## src/rtl/hecc_pkg.sv

```systemverilog
package hecc_pkg;
  localparam int HALF_W = 12;
  localparam int CODE_W = 2 * HALF_W;
  localparam int BIT_W  = 3;
  localparam int IDX_W  = HALF_W - BIT_W;

  typedef enum logic [1:0] {
    ST_CLEAN  = 2'b00,
    ST_DATA   = 2'b01,
    ST_CODE   = 2'b10,
    ST_UNCORR = 2'b11
  } ecc_status_e;
endpackage

```

## src/rtl/hecc_codegen.sv

```systemverilog
module hecc_codegen
  import hecc_pkg::*;
(
  input  logic [HALF_W-1:0] lo_i,
  input  logic [HALF_W-1:0] hi_i,
  output logic [CODE_W-1:0] code_o
);
  // stored form is inverted so an erased (all ones) sector yields a zero parity match
  assign code_o = ~{hi_i, lo_i};
endmodule

```

## src/rtl/hecc_classify.sv

```systemverilog
module hecc_classify
  import hecc_pkg::*;
#(
  parameter int SECTOR_BYTES = 512
) (
  input  logic [CODE_W-1:0] calc_i,
  input  logic [CODE_W-1:0] stored_i,
  output ecc_status_e       status_o,
  output logic [IDX_W-1:0]  idx_o,
  output logic [BIT_W-1:0]  bit_o
);
  logic [CODE_W-1:0] diff;
  logic              compl_halves;
  logic              idx_ok;

  assign diff         = calc_i ^ stored_i;
  assign compl_halves = &(diff[HALF_W-1:0] ^ diff[CODE_W-1:HALF_W]);
  assign idx_o        = diff[CODE_W-1:HALF_W+BIT_W];
  assign bit_o        = diff[HALF_W+BIT_W-1:HALF_W];
  assign idx_ok       = 32'(idx_o) < SECTOR_BYTES;

  always_comb begin
    if (diff == '0)          status_o = ST_CLEAN;
    else if (compl_halves)   status_o = idx_ok ? ST_DATA : ST_UNCORR;
    else if ($onehot(diff))  status_o = ST_CODE;
    else                     status_o = ST_UNCORR;
  end
endmodule

```

## src/rtl/hecc_fixer.sv

```systemverilog
module hecc_fixer
  import hecc_pkg::*;
(
  input  logic             clk_i,
  input  logic             rst_ni,
  input  logic             accept_i,
  output logic             idle_o,
  input  ecc_status_e      cls_status_i,
  input  logic [IDX_W-1:0] cls_idx_i,
  input  logic [BIT_W-1:0] cls_bit_i,
  output logic [1:0]       status_o,
  output logic [IDX_W-1:0] err_byte_o,
  output logic [BIT_W-1:0] err_bit_o,
  output logic             done_o,
  output logic [IDX_W-1:0] buf_addr_o,
  output logic             buf_re_o,
  input  logic [7:0]       buf_rdata_i,
  output logic             buf_we_o,
  output logic [7:0]       buf_wdata_o
);
  typedef enum logic [2:0] {S_IDLE, S_EVAL, S_RWAIT, S_MOD, S_FIN} fix_state_e;
  fix_state_e state_q;
  logic [7:0] mask_q;

  assign idle_o = (state_q == S_IDLE);

  always_ff @(posedge clk_i or negedge rst_ni) begin
    if (!rst_ni) begin
      state_q     <= S_IDLE;
      status_o    <= ST_CLEAN;
      err_byte_o  <= '0;
      err_bit_o   <= '0;
      done_o      <= 1'b0;
      buf_addr_o  <= '0;
      buf_re_o    <= 1'b0;
      buf_we_o    <= 1'b0;
      buf_wdata_o <= '0;
      mask_q      <= '0;
    end else begin
      done_o   <= 1'b0;
      buf_re_o <= 1'b0;
      buf_we_o <= 1'b0;
      unique case (state_q)
        S_IDLE: if (accept_i) state_q <= S_EVAL;
        S_EVAL: begin
          status_o <= cls_status_i;
          if (cls_status_i == ST_DATA) begin
            err_byte_o <= cls_idx_i;
            err_bit_o  <= cls_bit_i;
            buf_addr_o <= cls_idx_i;
            buf_re_o   <= 1'b1;
            mask_q     <= 8'(1) << cls_bit_i;
            state_q    <= S_RWAIT;
          end else begin
            err_byte_o <= '0;
            err_bit_o  <= '0;
            done_o     <= 1'b1;
            state_q    <= S_IDLE;
          end
        end
        S_RWAIT: state_q <= S_MOD;
        S_MOD: begin
          buf_we_o    <= 1'b1;
          buf_wdata_o <= buf_rdata_i ^ mask_q;
          state_q     <= S_FIN;
        end
        S_FIN: begin
          done_o  <= 1'b1;
          state_q <= S_IDLE;
        end
        default: state_q <= S_IDLE;
      endcase
    end
  end


  done_pulse_chk: assert property (@(posedge clk_i) disable iff (!rst_ni)
    done_o |=> !done_o);

  rw_excl_chk: assert property (@(posedge clk_i) disable iff (!rst_ni)
    !(buf_re_o && buf_we_o));

  we_after_re_chk: assert property (@(posedge clk_i) disable iff (!rst_ni)
    buf_we_o |-> $past(buf_re_o, 2));

  access_only_data_chk: assert property (@(posedge clk_i) disable iff (!rst_ni)
    (buf_re_o || buf_we_o) |-> status_o == ST_DATA);

  data_done_after_we_chk: assert property (@(posedge clk_i) disable iff (!rst_ni)
    (done_o && status_o == ST_DATA) |-> $past(buf_we_o));
endmodule

```

## src/rtl/sector_ecc_fix.sv

```systemverilog
module sector_ecc_fix
  import hecc_pkg::*;
#(
  parameter int SECTOR_BYTES = 512
) (
  input  logic              clk_i,
  input  logic              rst_ni,
  input  logic              start_i,
  input  logic [HALF_W-1:0] par_lo_i,
  input  logic [HALF_W-1:0] par_hi_i,
  input  logic [CODE_W-1:0] stored_code_i,
  output logic [CODE_W-1:0] calc_code_o,
  output logic [1:0]        status_o,
  output logic [IDX_W-1:0]  err_byte_o,
  output logic [BIT_W-1:0]  err_bit_o,
  output logic              done_o,
  output logic [IDX_W-1:0]  buf_addr_o,
  output logic              buf_re_o,
  input  logic [7:0]        buf_rdata_i,
  output logic              buf_we_o,
  output logic [7:0]        buf_wdata_o
);
  logic [HALF_W-1:0] lo_q, hi_q;
  logic [CODE_W-1:0] stored_q;
  logic              idle, accept;
  ecc_status_e       cls_status;
  logic [IDX_W-1:0]  cls_idx;
  logic [BIT_W-1:0]  cls_bit;

  assign accept = start_i && idle;

  always_ff @(posedge clk_i or negedge rst_ni) begin
    if (!rst_ni) begin
      lo_q     <= '0;
      hi_q     <= '0;
      stored_q <= '0;
    end else if (accept) begin
      lo_q     <= par_lo_i;
      hi_q     <= par_hi_i;
      stored_q <= stored_code_i;
    end
  end

  hecc_codegen u_gen (.lo_i(lo_q), .hi_i(hi_q), .code_o(calc_code_o));

  hecc_classify #(.SECTOR_BYTES(SECTOR_BYTES)) u_cls (
    .calc_i(calc_code_o), .stored_i(stored_q),
    .status_o(cls_status), .idx_o(cls_idx), .bit_o(cls_bit)
  );

  hecc_fixer u_fix (
    .clk_i, .rst_ni, .accept_i(accept), .idle_o(idle),
    .cls_status_i(cls_status), .cls_idx_i(cls_idx), .cls_bit_i(cls_bit),
    .status_o, .err_byte_o, .err_bit_o, .done_o,
    .buf_addr_o, .buf_re_o, .buf_rdata_i, .buf_we_o, .buf_wdata_o
  );


  busy_hold_chk: assert property (@(posedge clk_i) disable iff (!rst_ni)
    (start_i && !idle) |=> $stable(calc_code_o));
endmodule

```

## config.mk

```make
export PLATFORM = sky130hd
export DESIGN_NAME = sector_ecc_fix
export DESIGN_NICKNAME = d
export VERILOG_FILES = /design/src/rtl/hecc_pkg.sv /design/src/rtl/hecc_codegen.sv /design/src/rtl/hecc_classify.sv /design/src/rtl/hecc_fixer.sv /design/src/rtl/sector_ecc_fix.sv
export SDC_FILE = /design/constraint.sdc
export NUM_CORES = 1
export LEC_CHECK = 0
export ABC_AREA = 1
export ABC_CLOCK_PERIOD_IN_PS = 4700
export BUFFER_PORTS_ARGS = -buffer_cell sky130_fd_sc_hd__clkbuf_2
export CAP_MARGIN = 20
export CORE_ASPECT_RATIO = 1.1
export CORE_MARGIN = 5
export CORE_UTILIZATION = 40
export DETAILED_ROUTE_END_ITERATION = 6
export GPL_ROUTABILITY_DRIVEN = 1
export HOLD_SLACK_MARGIN = 0.12
export PLACE_DENSITY = 0.63
export SYNTH_ARGS = -nofsm -noshare
export SYNTH_HDL_FRONTEND = slang
export SYNTH_HIERARCHICAL = 1
export SYNTH_SLANG_ARGS = --single-unit
```

## constraint.sdc

```tcl
create_clock -name clk_i -period 4.7 [get_ports clk_i]
set_input_delay 0 -clock clk_i [delete_from_list [all_inputs] [get_ports clk_i]]
set_output_delay 0 -clock clk_i [all_outputs]
set_load 0.1 [all_outputs]
```

==> After elaboration in Yosys (flattened, before gate mapping) <==
Index checks and enable logic that the tools add are counted.
{ "classes": {"add_sub_neg": 23, "eq_ne": 7, "shift": 1, "n_mux": 13, "bitwise": 4, "reduce_logical": 5} }
{ "op_table": {"columns": ["operator", "count"], "rows": [
  ["$add 5x5->5", 11],
  ["$add 1x1->2", 12],
  ["$logic_not 24->1", 1],
  ["$not 24->24", 1],
  ["$xor 24x24->24", 1],
  ["$pmux 3 s4", 1],
  ["$reduce_and 12->1", 1],
  ["$xor 12x12->12", 1],
  ["$mux 9", 1],
  ["$shl 1x3->8 const A", 1],
  ["$xor 8x8->8", 1],
  ["$eq 3x2->1 const B", 2],
  ["$mux 2", 3],
  ["$mux 3", 2],
  ["$eq 5x1->1 const B", 1],
  ["$mux 1", 5],
  ["$eq 3x1->1 const B", 1],
  ["$eq 3x3->1 const B", 1],
  ["$logic_not 3->1", 1],
  ["$eq 2x1->1 const B", 1],
  ["$ne 2x1->1 const B", 1],
  ["$pmux 1 s2", 1],
  ["$reduce_and 2->1", 1],
  ["$logic_and 1x1->1", 1]
]} }
{ "word_totals": {"register_bits": 93, "in_bits": 59, "output_inout_bits": 58, "word_cells": 66} }

==> Logic depth before layout (Yosys ltp) <==
{ "logic_depth": {"depth_word": 14, "mapped_depth": 25, "mapped_depth_nobuf": 24} }

==> Modules after synthesis <==
Netlist, hierarchy kept.
{ "by_module_without_submodules": {"columns": ["module", "n_inst", "cells_per_inst", "area_each_um2", "seq_area_each_um2"], "rows": [
  ["sector_ecc_fix", 1, 209, 1878.1, 1201.2],
  ["hecc_fixer", 1, 190, 1788.0, 1126.1],
  ["hecc_classify", 1, 268, 1423.9, 0.0],
  ["hecc_codegen", 1, 24, 90.1, 0.0]
]} }

==> Worst setup path after synthesis <==
OpenSTA, ideal clock, no wires.
{ "synth_path": {"kind": "register to register", "from": "register lo_q[5]", "to": "register u_fix.buf_addr_o[0]", "setup_ps": 122, "arrival_time_ps": 5451, "required_time_ps": 4578, "setup_slack_ps": -873, "path_stages_with_launch": 24, "n_path_buf": 1, "period_less_slack_ps": 5573, "cell_sequence": "dfrtp_1 > inv_1 > inv_1 > nand2_1 > nand2_1 > fa_1 > inv_1 > fa_1 > fa_1 > fa_1 > inv_1 > fa_1 > ha_1 > fa_1 > nor3_1 > o2111ai_1 > a21oi_1 > a21oi_1 > inv_1 > nor2_1 > nand3_2 > buf_6 > nand2_1 > nand2_1"} }
{ "synth_via": {"elab_chain_cells": 13, "word_cells_on_any_way": 16, "cone_classes": "add/sub: 5; eq/ne: 2; mux: 3; bitwise: 3; reduce/logical: 3"} }
{ "synth_rtl": {"columns": ["item", "line", "rtl"], "rows": [
  ["from (decl)", "sector_ecc_fix.sv:23", "logic [HALF_W-1:0] lo_q, hi_q;"],
  ["from (signal assigned)", "sector_ecc_fix.sv:38", "lo_q <= par_lo_i;"],
  ["$not 24->24 *", "hecc_codegen.sv:9", "assign code_o = ~{hi_i, lo_i};"],
  ["net calc_code_o[5]", "sector_ecc_fix.sv:12", "output logic [CODE_W-1:0] calc_code_o,"],
  ["$xor 24x24->24 *", "hecc_classify.sv:16", "assign diff = calc_i ^ stored_i;"],
  ["$add 1x1->2 (not written as such)", "hecc_classify.sv:25", "else if ($onehot(diff)) status_o = ST_CODE;"],
  ["$add 5x5->5 (not written as such) (4 in a row)", "hecc_classify.sv:25", null],
  ["$eq 5x1->1", "hecc_classify.sv:25", null],
  ["$mux 1", "hecc_classify.sv:25", null],
  ["$mux 2", "hecc_classify.sv:24", "else if (compl_halves) status_o = idx_ok ? ST_DATA : ST_UNCORR;"],
  ["$mux 2 *", "hecc_classify.sv:23", "if (diff == '0) status_o = ST_CLEAN;"],
  ["net cls_status[0]", "sector_ecc_fix.sv:26", "ecc_status_e cls_status;"],
  ["$eq 2x1->1 *", "hecc_fixer.sv:47", "if (cls_status_i == ST_DATA) begin"],
  ["$reduce_and 2->1 (no line) *", null, null],
  ["to (signal assigned)", "hecc_fixer.sv:50", "buf_addr_o <= cls_idx_i;"],
  ["to (decl)", "hecc_fixer.sv:15", "output logic [IDX_W-1:0] buf_addr_o,"]
]} }
Mark *: on every way through the listed nets, which the timed path passes. The rest lies on a longest branch.
A chain may end at the register's enable or synchronous reset.

==> Final worst setup path <==
{ "layout_path": {"from": "register lo_q[9]", "to": "register u_fix.mask_q[4]"} }
{ "layout_via": {"elab_chain_cells": 13, "word_cells_on_any_way": 16, "cone_classes": "add/sub: 5; eq/ne: 2; mux: 3; bitwise: 3; reduce/logical: 3"} }
{ "layout_rtl": {"columns": ["item", "line", "rtl"], "rows": [
  ["$not 24->24 *", "hecc_codegen.sv:9", null],
  ["$xor 24x24->24 *", "hecc_classify.sv:16", null],
  ["$add 1x1->2 (not written as such)", "hecc_classify.sv:25", null],
  ["$add 5x5->5 (not written as such) (4 in a row)", "hecc_classify.sv:25", null],
  ["$eq 5x1->1", "hecc_classify.sv:25", null],
  ["$mux 1", "hecc_classify.sv:25", null],
  ["$mux 2", "hecc_classify.sv:24", null],
  ["$mux 2 *", "hecc_classify.sv:23", null],
  ["net cls_status[0]", "sector_ecc_fix.sv:26", null],
  ["$eq 2x1->1 *", "hecc_fixer.sv:47", null],
  ["$reduce_and 2->1 (no line) *", null, null],
  ["to (signal assigned)", "hecc_fixer.sv:52", "mask_q <= 8'(1) << cls_bit_i;"],
  ["to (decl)", "hecc_fixer.sv:23", "logic [7:0] mask_q;"]
]} }
Marks and branches as above.

==> impl_summary.txt <==
----------------------------------------------------
[Timing]
  Worst max-slew margin expressed relative to the limit ... 0.324
  # setup viols final ... 33
  TNS Setup ... -8.68 ns
  Setup repair after global routing missed its margin ... yes
  Tmin final ... between 5 and 6 ns
  Final-report hold violation count ... 0
  Final Max Slew Viols ... 0
  Fin crit share ... 1.06
  Post-Route Skew ... around 0.0099 ns
  Worst setup slack after layout ... -0.301 ns
  Fmax achieved ... approximately 200 MHz
  Worst Tran Pin Value ... a little over 1 ns

[Final layout]
  Area added between synthesis and finish ... 43.4%
  Commonest cells after routing, fill and taps aside ... sky130_fd_sc_hd__nand2_1, sky130_fd_sc_hd__clkbuf_2, sky130_fd_sc_hd__dfrtp_1
  Layout Cell Area excl Fill ... between 7000 and 8000 um2
  Most frequent standard cell in the layout excluding fill and tap cells ... sky130_fd_sc_hd__nand2_1
  Share of cells above drive strength 1 ... 0.296
  Number of nets in the layout ... between 900 and 1000
  Antenna fix cells ... 0

[Route]
  Post-route DRC ... 0
  Routed len/inst ... around 14 um
  Via density ... 4.70
  Total number of vias ... 5040
  Count of routing violations after the opening detailed-route iteration ... around 290
  1st-pass router iterations ... 7
  Antenna viol nets, final ... 0
  WL final ... 14500 um

[Floorplan]
  Die H ... roughly 130 um
  Number of cell rows ... 43
  I/O pins ... 117
  CORE AREA ... approximately 13000 um2
  Starting density of the core ... 0.410
  Die width ... approximately 120 um
  Die Footprint ... 15300 um2

[CTS]
  Root Driver ... sky130_fd_sc_hd__clkbuf_16
  CTS clock-pin slew for the worst setup and hold paths ... 0.07 ns
  Clock buffers created by TritonCTS ... 9
  Clock Sinks ... 93
  Clock tree buffer depth ... 2
  Depth of the CTS H-tree ... 3
  Clock network latency to the later pin of the worst-skew pair ... between 0.3 and 0.4 ns
  Clock tree from TritonCTS ... done

[Yosys]
  Post-Syn Nets ... roughly 770
  Post-synthesis cell count ... 691
  Post-synth cell types ... 27
  Number of synthesized flops with an enable pin ... 0
  Most instantiated flip-flop cell in the synthesis netlist ... sky130_fd_sc_hd__dfrtp_1
  Synth Cell Area ... 5180 um2
  Flops & latches, synth ... 93
  Mapped Avg Cell Area ... about 7.5 um2
  Synth Warn # ... 6
  Seq/Total Area, Yosys ... 0.449
  Share of synthesized registers carrying an async set or reset ... 1.00

[Placement]
  HPWL after detailed placement ... 10300 um
  Total of buffers placed on input and output ports ... between 100 and 150
  Global placement routability congestion ... around 0.9
  Placed standard-cell area ... between 6000 and 7000 um2

[Global routing]
  Residual overflow from global routing ... 0
  Initial antenna violation count ... 0
  Total routing resource utilization after global routing ... 0.191
  Largest net degree at the start of global routing ... 59
  Vias in the first global route ... 4899
  Global-route wire length before repair ... roughly 24000 um

[Critical path]
  FF-to-FF path depth ... 22
  Kind of start point of the critical path ... flop
  Startpoint of the worst register-to-register path ... lo_q[9]$_DFFE_PN0P_
  Data required time at the worst endpoint ... roughly 5 ns
  Kind of critical path ... flop to flop
  Data arrival, critical path ... between 5 and 6 ns
  Type of element capturing the critical path ... flop
  R2R Setup Slk ... -0.30 ns
  Critical path fanouts, max ... 13
  Endpoint of the worst-slack reg-to-reg timing path ... u_fix/mask_q[4]$_DFFE_PN0P_

[Min path]
  Type of the tightest min-delay check ... input port to async pin

[Run status]
  Run status ... finished with violations
  Violations in the final reports ... setup timing

[Run]
  Number of maximum-capacitance violations ... 0

[Pwr]
  Leakage power ... 4.28 nW
  Pwr dens ... approximately 710 nW/um2
  Peak VDD IR ... 0.000723 V

----------------------------------------------------
-- worst max-delay path, stage by stage (launching register included) --
cell and delay, ns:
sky130_fd_sc_hd__dfrtp_1 0.39, sky130_fd_sc_hd__clkinvlp_4 0.12, sky130_fd_sc_hd__nand2_1 0.08, sky130_fd_sc_hd__nand2_2 0.07, sky130_fd_sc_hd__fa_1 0.55, sky130_fd_sc_hd__inv_2 0.04, sky130_fd_sc_hd__fa_1 0.58, sky130_fd_sc_hd__fa_1 0.45
sky130_fd_sc_hd__fa_1 0.51, sky130_fd_sc_hd__inv_1 0.05, sky130_fd_sc_hd__fa_1 0.44, sky130_fd_sc_hd__ha_2 0.20, sky130_fd_sc_hd__fa_1 0.49, sky130_fd_sc_hd__nor3_2 0.04, sky130_fd_sc_hd__o2111ai_2 0.06, sky130_fd_sc_hd__a21oi_2 0.06
sky130_fd_sc_hd__a21oi_2 0.20, sky130_fd_sc_hd__inv_2 0.08, sky130_fd_sc_hd__nor2_4 0.13, sky130_fd_sc_hd__nand3_4 0.09, sky130_fd_sc_hd__buf_8 0.15, sky130_fd_sc_hd__nand2_1 0.06, sky130_fd_sc_hd__nand2_1 0.04
-- kinds of logic (layout without fill, tap and decap cells) --
family | count (synthesis) | count (layout) | synth area share
flip-flops | 93 | 93 | 0.449
XOR/XNOR | 16 | 16 | 0.0285
buffers and inverters | 120 | 344 | 0.0947
AND/OR/NAND/NOR | 419 | 419 | 0.324
AO/OA/AOI/OAI | 19 | 19 | 0.0208
adder cells (fa/ha/maj) | 24 | 24 | 0.0826
-- state kept, by name, summed over array words and instances, names as in the netlist --
signal             flops
u_fix/state_q          3
stored_q              24
u_fix/buf_re_o         1
u_fix/mask_q           8
u_fix/err_byte_o       9
u_fix/done_o           1
u_fix/err_bit_o        3
lo_q                  12
hi_q                  12
u_fix/status_o         2
u_fix/buf_we_o         1
u_fix/buf_wdata_o      8
u_fix/buf_addr_o       9
-- repair_timing --
action	CTS	global route
hold endpoints to repair	91	0
pin swaps	8	12
gates resized for setup	17	52
hold buffers	57	0
buffers inserted	9	7
endpoints found under the setup margin	33	33
-- area by class of cell --
type                       instances  area [um2]
tap                              157         196
multi-input combinational        478        2570
fill                            1116        5220
clock inverter                     5        66.3
clock buffer                      11         243
inverter                         100         420
sequential                        93        2330
timing repair buffer             228        1600
-- where the power goes --
group          switching, mW  total [mW]  internal (mW)
clock                  0.327       0.762          0.435
combinational           2.06        3.50           1.44
sequential            0.0826       0.980          0.897
-- metrics by stage --
step / setup WS [ns] / power (mW) / instances / utilization / hold WS, ns
6_report: -0.301 / 5.24 / 1072 / 0.587 / 0.152
3_5_place_dp: -0.430 / 3.94 / 983 / 0.491 / -0.0139
5_1_grt: -0.506 / 5.73 / 1072 / 0.587 / 0.206
3_3_place_gp: -0.261 / 3.81 / 983 / 0.491 / -0.0144
2_1_floorplan: -0.592 / 3.09 / 691 / - / -0.296
4_1_cts: -0.352 / 4.89 / 1065 / 0.571 / 0.162
-- how the worst max path moves through the flow --
stage	slack (ns)	from	end	cells past startpoint
global placement	-0.26	hi_q[1]$_DFFE_PN0P_	u_fix/buf_addr_o[3]$_DFFE_PN0P_	18
CTS	-0.35	lo_q[9]$_DFFE_PN0P_	u_fix/mask_q[4]$_DFFE_PN0P_	22
floorplan	-0.59	lo_q[9]$_DFFE_PN0P_	u_fix/buf_addr_o[0]$_DFFE_PN0P_	22
finish	-0.30	lo_q[9]$_DFFE_PN0P_	u_fix/mask_q[4]$_DFFE_PN0P_	22
detailed placement	-0.43	lo_q[9]$_DFFE_PN0P_	u_fix/err_byte_o[0]$_DFFE_PN0P_	21
global route	-0.51	hi_q[9]$_DFFE_PN0P_	u_fix/mask_q[2]$_DFFE_PN0P_	24
-- routing by layer --
layer,wire [um],vias up,GRT usage,share of wire
li1,-,2509,-,-
met1,6000,2362,0.242,0.41
met2,7450,154,0.330,0.51
met3,858,15,0.0489,0.059
met4,208,0,0.0507,0.014
met5,0,-,0,0
-- Yosys cell counts (3+ instances only) --
library cell,number,share of area
sky130_fd_sc_hd__nand2_1,334,0.24
sky130_fd_sc_hd__dfrtp_1,93,0.45
sky130_fd_sc_hd__inv_1,89,0.064
sky130_fd_sc_hd__nand3_1,54,0.052
sky130_fd_sc_hd__nor2_1,18,0.013
sky130_fd_sc_hd__fa_1,17,0.066
sky130_fd_sc_hd__o21ai_0,13,0.013
sky130_fd_sc_hd__xnor2_1,13,0.022
sky130_fd_sc_hd__inv_2,11,0.0080
sky130_fd_sc_hd__buf_2,8,0.0077
sky130_fd_sc_hd__ha_1,7,0.017
sky130_fd_sc_hd__clkbuf_1,6,0.0043
sky130_fd_sc_hd__nor3_1,5,0.0048
sky130_fd_sc_hd__buf_6,3,0.0065
sky130_fd_sc_hd__nor2_2,3,0.0036
(Power assumes the default switching activity.)
